[src/rtl/psum_cluster_pkg.sv]
package psum_cluster_pkg;
  typedef enum logic {ST_IDLE, ST_RUN} run_state_e;
endpackage

[src/rtl/psum_add_tree.sv]
module psum_add_tree #(
  parameter int N_OP  = 8,
  parameter int IN_W  = 9,
  parameter int OUT_W = 12
) (
  input  logic [N_OP*IN_W-1:0] ops_i,
  output logic [OUT_W-1:0]     sum_o
);
  localparam int LEAVES = (N_OP > 1) ? (1 << $clog2(N_OP)) : 1;

  logic [OUT_W-1:0] node [1:2*LEAVES-1];

  for (genvar i = 0; i < LEAVES; i++) begin : g_leaf
    if (i < N_OP) begin : g_op
      assign node[LEAVES+i] = OUT_W'(ops_i[i*IN_W +: IN_W]);
    end else begin : g_pad
      assign node[LEAVES+i] = '0;
    end
  end

  for (genvar i = 1; i < LEAVES; i++) begin : g_node
    assign node[i] = node[2*i] + node[2*i+1];
  end

  assign sum_o = node[1];
endmodule

[src/rtl/psum_lane_acc.sv]
module psum_lane_acc #(
  parameter int SUM_W = 12,
  parameter int ACC_W = 20,
  parameter int SH_W  = 3
) (
  input  logic             clk_i,
  input  logic             rst_ni,
  input  logic             clr_i,
  input  logic             en_i,
  input  logic [SH_W-1:0]  shamt_i,
  input  logic [SUM_W-1:0] sum_i,
  output logic [ACC_W-1:0] acc_o
);
  logic [ACC_W-1:0] acc_q;
  logic [ACC_W-1:0] term;

  assign term = ACC_W'(sum_i) << shamt_i;

  always_ff @(posedge clk_i or negedge rst_ni) begin
    if (!rst_ni)     acc_q <= '0;
    else if (clr_i)  acc_q <= '0;
    else if (en_i)   acc_q <= acc_q + term;
  end

  assign acc_o = acc_q;

  assert_no_overflow_R9: assert property (@(posedge clk_i) disable iff (!rst_ni)
    (en_i && !clr_i) |=> (acc_q >= $past(acc_q)));

  assert_clear_R2: assert property (@(posedge clk_i) disable iff (!rst_ni)
    clr_i |=> (acc_q == '0));

  assert_hold_R4: assert property (@(posedge clk_i) disable iff (!rst_ni)
    (!en_i && !clr_i) |=> $stable(acc_q));
endmodule

[src/rtl/psum_seq_ctrl.sv]
module psum_seq_ctrl
  import psum_cluster_pkg::*;
#(
  parameter int MAX_BITS = 8,
  parameter int CNT_W    = 4,
  parameter int SH_W     = 3
) (
  input  logic             clk_i,
  input  logic             rst_ni,
  input  logic             start_i,
  input  logic             step_i,
  input  logic [CNT_W-1:0] prec_i,
  output logic             busy_o,
  output logic             clr_o,
  output logic             acc_en_o,
  output logic [SH_W-1:0]  shamt_o,
  output logic             done_o
);
  run_state_e       state_q;
  logic [CNT_W-1:0] prec_q;
  logic [CNT_W-1:0] prec_eff;
  logic [SH_W-1:0]  idx_q;
  logic             done_q;
  logic             fire;
  logic             last;

  assign prec_eff = (prec_i == '0 || prec_i > CNT_W'(MAX_BITS)) ? CNT_W'(MAX_BITS) : prec_i;
  assign fire     = (state_q == ST_RUN) && step_i && !start_i;
  assign last     = (CNT_W'(idx_q) == prec_q - CNT_W'(1));

  always_ff @(posedge clk_i or negedge rst_ni) begin
    if (!rst_ni) begin
      state_q <= ST_IDLE;
      prec_q  <= CNT_W'(1);
      idx_q   <= '0;
      done_q  <= 1'b0;
    end else begin
      done_q <= 1'b0;
      if (start_i) begin
        state_q <= ST_RUN;
        prec_q  <= prec_eff;
        idx_q   <= '0;
      end else if (fire) begin
        if (last) begin
          state_q <= ST_IDLE;
          done_q  <= 1'b1;
        end else begin
          idx_q <= idx_q + SH_W'(1);
        end
      end
    end
  end

  assign busy_o   = (state_q == ST_RUN);
  assign clr_o    = start_i;
  assign acc_en_o = fire;
  assign shamt_o  = idx_q;
  assign done_o   = done_q;

  assert_idx_below_prec_R4: assert property (@(posedge clk_i) disable iff (!rst_ni)
    (state_q == ST_RUN) |-> (CNT_W'(idx_q) < prec_q));

  assert_done_single_R5: assert property (@(posedge clk_i) disable iff (!rst_ni)
    done_q |=> !done_q);

  assert_done_idle_R5: assert property (@(posedge clk_i) disable iff (!rst_ni)
    done_q |-> (state_q == ST_IDLE));

  assert_prec_range_R6: assert property (@(posedge clk_i) disable iff (!rst_ni)
    (state_q == ST_RUN) |-> (prec_q != '0 && prec_q <= CNT_W'(MAX_BITS)));

  assert_start_wins_R8: assert property (@(posedge clk_i) disable iff (!rst_ni)
    start_i |=> (state_q == ST_RUN && idx_q == '0 && !done_q));
endmodule

[src/rtl/psum_cluster_acc.sv]
module psum_cluster_acc #(
  parameter int N_PE     = 8,
  parameter int N_LANE   = 4,
  parameter int PSUM_W   = 9,
  parameter int MAX_BITS = 8,
  localparam int CNT_W   = $clog2(MAX_BITS + 1),
  localparam int SH_W    = (MAX_BITS > 1) ? $clog2(MAX_BITS) : 1,
  localparam int SUM_W   = PSUM_W + $clog2(N_PE),
  localparam int ACC_W   = SUM_W + MAX_BITS
) (
  input  logic                        clk_i,
  input  logic                        rst_ni,
  input  logic                        start_i,
  input  logic [CNT_W-1:0]            prec_i,
  input  logic                        step_i,
  input  logic [N_PE*N_LANE*PSUM_W-1:0] psum_i,
  output logic                        busy_o,
  output logic                        valid_o,
  output logic [N_LANE*ACC_W-1:0]     result_o
);
  logic            clr;
  logic            acc_en;
  logic [SH_W-1:0] shamt;

  psum_seq_ctrl #(
    .MAX_BITS(MAX_BITS), .CNT_W(CNT_W), .SH_W(SH_W)
  ) u_ctrl (
    .clk_i    (clk_i),
    .rst_ni   (rst_ni),
    .start_i  (start_i),
    .step_i   (step_i),
    .prec_i   (prec_i),
    .busy_o   (busy_o),
    .clr_o    (clr),
    .acc_en_o (acc_en),
    .shamt_o  (shamt),
    .done_o   (valid_o)
  );

  for (genvar l = 0; l < N_LANE; l++) begin : g_lane
    logic [N_PE*PSUM_W-1:0] ops;
    logic [SUM_W-1:0]       lane_sum;

    for (genvar e = 0; e < N_PE; e++) begin : g_pick
      assign ops[e*PSUM_W +: PSUM_W] = psum_i[(e*N_LANE+l)*PSUM_W +: PSUM_W];
    end

    psum_add_tree #(
      .N_OP(N_PE), .IN_W(PSUM_W), .OUT_W(SUM_W)
    ) u_tree (
      .ops_i (ops),
      .sum_o (lane_sum)
    );

    psum_lane_acc #(
      .SUM_W(SUM_W), .ACC_W(ACC_W), .SH_W(SH_W)
    ) u_acc (
      .clk_i   (clk_i),
      .rst_ni  (rst_ni),
      .clr_i   (clr),
      .en_i    (acc_en),
      .shamt_i (shamt),
      .sum_i   (lane_sum),
      .acc_o   (result_o[l*ACC_W +: ACC_W])
    );
  end

  assert_idle_hold_R7: assert property (@(posedge clk_i) disable iff (!rst_ni)
    (!busy_o && !start_i) |=> $stable(result_o));

  assert_valid_not_busy_R5: assert property (@(posedge clk_i) disable iff (!rst_ni)
    valid_o |-> !busy_o);

  assert_start_clears_R2: assert property (@(posedge clk_i) disable iff (!rst_ni)
    start_i |=> (result_o == '0 && busy_o && !valid_o));

  assert_hold_after_done_R10: assert property (@(posedge clk_i) disable iff (!rst_ni)
    (valid_o && !start_i) |=> $stable(result_o));
endmodule

[config.mk]
export PLATFORM = sky130hd
export DESIGN_NAME = psum_cluster_acc
export DESIGN_NICKNAME = d
export VERILOG_FILES = /design/src/rtl/psum_cluster_pkg.sv /design/src/rtl/psum_add_tree.sv /design/src/rtl/psum_lane_acc.sv /design/src/rtl/psum_seq_ctrl.sv /design/src/rtl/psum_cluster_acc.sv
export SDC_FILE = /design/constraint.sdc
export NUM_CORES = 1
export LEC_CHECK = 0
export ABC_AREA = 1
export BUFFER_PORTS_ARGS = -buffer_cell sky130_fd_sc_hd__buf_2
export CAP_MARGIN = 10
export CORE_ASPECT_RATIO = 0.75
export CORE_MARGIN = 2
export CORE_UTILIZATION = 30
export DETAILED_ROUTE_END_ITERATION = 12
export PLACE_DENSITY = 0.58
export SYNTH_ARGS = -nofsm -noshare
export SYNTH_HDL_FRONTEND = slang
export SYNTH_SLANG_ARGS = --single-unit
export TNS_END_PERCENT = 1
[constraint.sdc]
create_clock -name clk_i -period 5.6 [get_ports clk_i]
set_input_delay 0.84 -clock clk_i [delete_from_list [all_inputs] [get_ports clk_i]]
set_output_delay 0.84 -clock clk_i [all_outputs]
set_load 0.02 [all_outputs]
==> summary.txt <==
CTS
  • CTS Buf Count: 9
  • Clock Sink Count: 89
  • Clock transition at path regs: 70 ps
  • Root Buffer: clkbuf_16
  • H-tree depth: 3
  • Clk_lat worst skew: between 300 and 400 ps
  • CTS tree: yes
  • Clk buf depth: 2

Synthesis
  • Syn Nets: between 3000 and 4000
  • Synth top area share: 25.0%
  • Area leader, netlist: fa_1
  • Synthesized area: 17300 µm²
  • Ranking of synthesized cells by area: fa_1, nand2_1, dfrtp_1, inv_1, ha_1
  • YS warnings: 0
  • Avg Cell Area, Syn: 6.82 µm²
  • Post-Syn Instances: about 2500
  • Unique masters post-synth: 42
  • Flops & latches, synth: 89
  • Seq/Total Area, Yosys: 12.9%

GRT
  • Vias in the first global route: approximately 18000
  • Overall global routing resource usage: 18.4%
  • Antenna violations before repair: 0
  • Global-route wire length before repair: around 90 mm
  • Grt total ovfl: 0
  • Largest net degree at the start of global routing: roughly 60

Job
  • Max Cap Viol: 0

Timing
  • Clock skew: 9.97 ps
  • Max-slew headroom: about a tenth
  • Post-route minimum period: 5550 ps
  • Final period utilization: approximately 100%
  • Final Hold Viols: 0
  • Final setup vio count: 0
  • Final slew viol count: 0
  • PnR worst setup slack: 46.4 ps
  • Hold_ws: 508 ps
  • Maximum clock frequency: 180 MHz
  • RSZ-0062 raised after global routing: yes
  • Measured slew at the worst slew-check pin: about 1300 ps

Routing
  • Post-route DRC violation count: 0
  • Total Wirelength: ~55 mm
  • Initial DRC Count: 932
  • Drt via density: 4.55
  • ANT nets after route: 0
  • Vias: approximately 18000
  • DRT Pass-1 Iters: 6
  • DR WL/cell: 14.2 µm

Setup path
  • Endpoint type of the worst setup path: flip-flop
  • Max incr delay on CP: 550 ps
  • CP arrival: 5800 ps
  • Critical Path Source Type: input port
  • Crit Path Max Fanout: 5
  • Buf/Inv on CP: 7
  • Critical path's top delay family: adder cells
  • Crit Path Category: input port to flip-flop
  • WP data required: 5850 ps
  • Critical path's slowest cell: fa_1

Die
  • Die area: 59700 µm²
  • Die H: 212 µm
  • Die width: between 200 and 300 µm
  • CORE AREA: 57200 µm²
  • IO Pins: 378
  • Initial Utilization: 30.3%
  • Site row count: 76

Placed design
  • Hpwl dp: around 45 mm
  • Placer Congestion: 0.908
  • # port buffers: roughly 380
  • Place WS: -572 ps

Status
  • Outcome: finished clean

Final layout
  • Nets: between 3000 and 4000
  • Area growth syn-to-layout: 34.2%
  • N_diodes: 0
  • Share of layout cells above drive strength 1: 29.9%

Hold path
  • Worst Hold Class: flip-flop to flip-flop
[layout by cell type (no fill, tap or decap), types with 5 or more instances in the layout]
cell,n
clkbuf_16,9
buf_2,373
or2_1,8
a21oi_2,20
buf_6,6
ha_2,7
nand3b_1,18
nor3_1,9
nand3_4,5
o21ai_2,18
o21ai_1,31
nor2_4,10
o31ai_1,6
nor2_1,121
ha_1,89
ha_4,34
nand2_2,73
inv_2,27
nand3_1,197
xor2_1,5
inv_1,540
xnor2_1,10
o21ai_0,54
fa_1,212
dfrtp_1,85
a21oi_1,71
nand2_1,637
nand3_2,64
a22o_1,8
nand2_4,9
buf_4,205
nand4_1,31
o21bai_1,9
xor2_2,5
nor2_2,23
[worst paths after layout]
kind	start	end	slack, ps	cells after the start
max	psum_i[92]	g_lane[2].u_acc.acc_o[14]	50	30
min	g_lane[3].u_acc.acc_o[18]	g_lane[3].u_acc.acc_o[18]	510	2
max reg2reg	u_ctrl.shamt_o[1]	g_lane[0].u_acc.acc_o[17]	2060	17
min reg2reg	g_lane[3].u_acc.acc_o[18]	g_lane[3].u_acc.acc_o[18]	510	2
max in group asynchronous	rst_ni	g_lane[2].u_acc.acc_o[13]	4010	2
min in group asynchronous	rst_ni	g_lane[1].u_acc.acc_o[4]	590	1
[metrics by stage]
step / TNS (ps) / std cells / instance area (µm²) / util, %
floorplan: 0 / 2540 / 17300 / -
global placement: -22630 / 3833 / 21300 / 37.3
detailed placement: -23300 / 3833 / 21300 / 37.3
CTS: -356 / 3848 / 21700 / 37.9
global route: -6300 / 3864 / 23300 / 40.6
finish: 0 / 3864 / 23300 / 40.6
[registers in the layout, summed over array words and instances (netlist names)]
name / count
g_lane.u_acc.acc_o: 80
u_ctrl.busy_o: 1
u_ctrl.done_o: 1
u_ctrl.prec_q: 4
u_ctrl.shamt_o: 3
[cell families (layout without fill, tap and decap cells)]
| kind of cell | Yosys count | after routing | synth area share [%] |
|---|---|---|---|
| AND/OR/NAND/NOR | 1224 | 1224 | 30.2 |
| buffers and inverters | 622 | 1166 | 13.9 |
| adder cells (fa/ha/maj) | 346 | 346 | 34.3 |
| AO/OA/AOI/OAI | 230 | 230 | 7.21 |
| flip-flops | 89 | 89 | 12.9 |
| XOR/XNOR | 25 | 25 | 1.26 |
| multiplexers | 4 | 4 | 0.231 |
[routing by layer]
layer / share of wire [%] / track usage (%) / vias to the layer above
met2: 49 / 33.1 / 402
met4: 1.8 / 3.43 / 0
li1: - / - / 8917
met5: 0 / 0 / -
met3: 4.8 / 3.01 / 53
met1: 44 / 23.2 / 8205
[worst reg2reg max path, stage by stage (launching register included)]
cell,delay (ps)
dfrtp_2,400
inv_1,960
buf_4,410
nand2_1,80
o21ai_0,120
buf_4,160
nor2_1,40
ha_1,370
nand2_1,140
inv_1,70
nand2_1,70
nand2_1,50
nand2_1,50
nand3_1,150
nand2_1,160
nand3b_1,90
nand3_1,90
nand2_1,60
[cell usage after synthesis (all sizes together)]
master and n:
nand2 719, inv 567, nand3 266, fa 216
nor2 154, ha 130, o21ai 104, a21oi 95
dfrtp 88, buf 48, nand4 31, nand3b 18
xnor2 14, nor3 13, or2 11, xor2 11
o21bai 10, a22o 8, nor4 8, clkbuf 7
o31ai 6, and2 4, mux2i 4, a32o 2
a21o 1, a31oi 1, dfstp 1, o2111a 1
o21a 1, o22ai 1
[layout make-up]
type                    instances  area, µm²
clock buffers                  12        246
clock inverters                 3       17.5
fillers                      6101      34000
inverters                     567       2130
multi-input cells            1829      14200
flip-flops and latches         89       2230
well taps                     780        976
repair buffers                584       3470
[what timing repair did]
item                       4_1_cts  5_1_grt
setup endpoints to repair       33       63
hold buffers                     0        0
buffers inserted                 0       16
pin swaps                        6      139
gates resized for setup         27      348
Power is not shown: default switching activity piles up to over one toggle a cycle in this logic, so the estimate is an artifact.
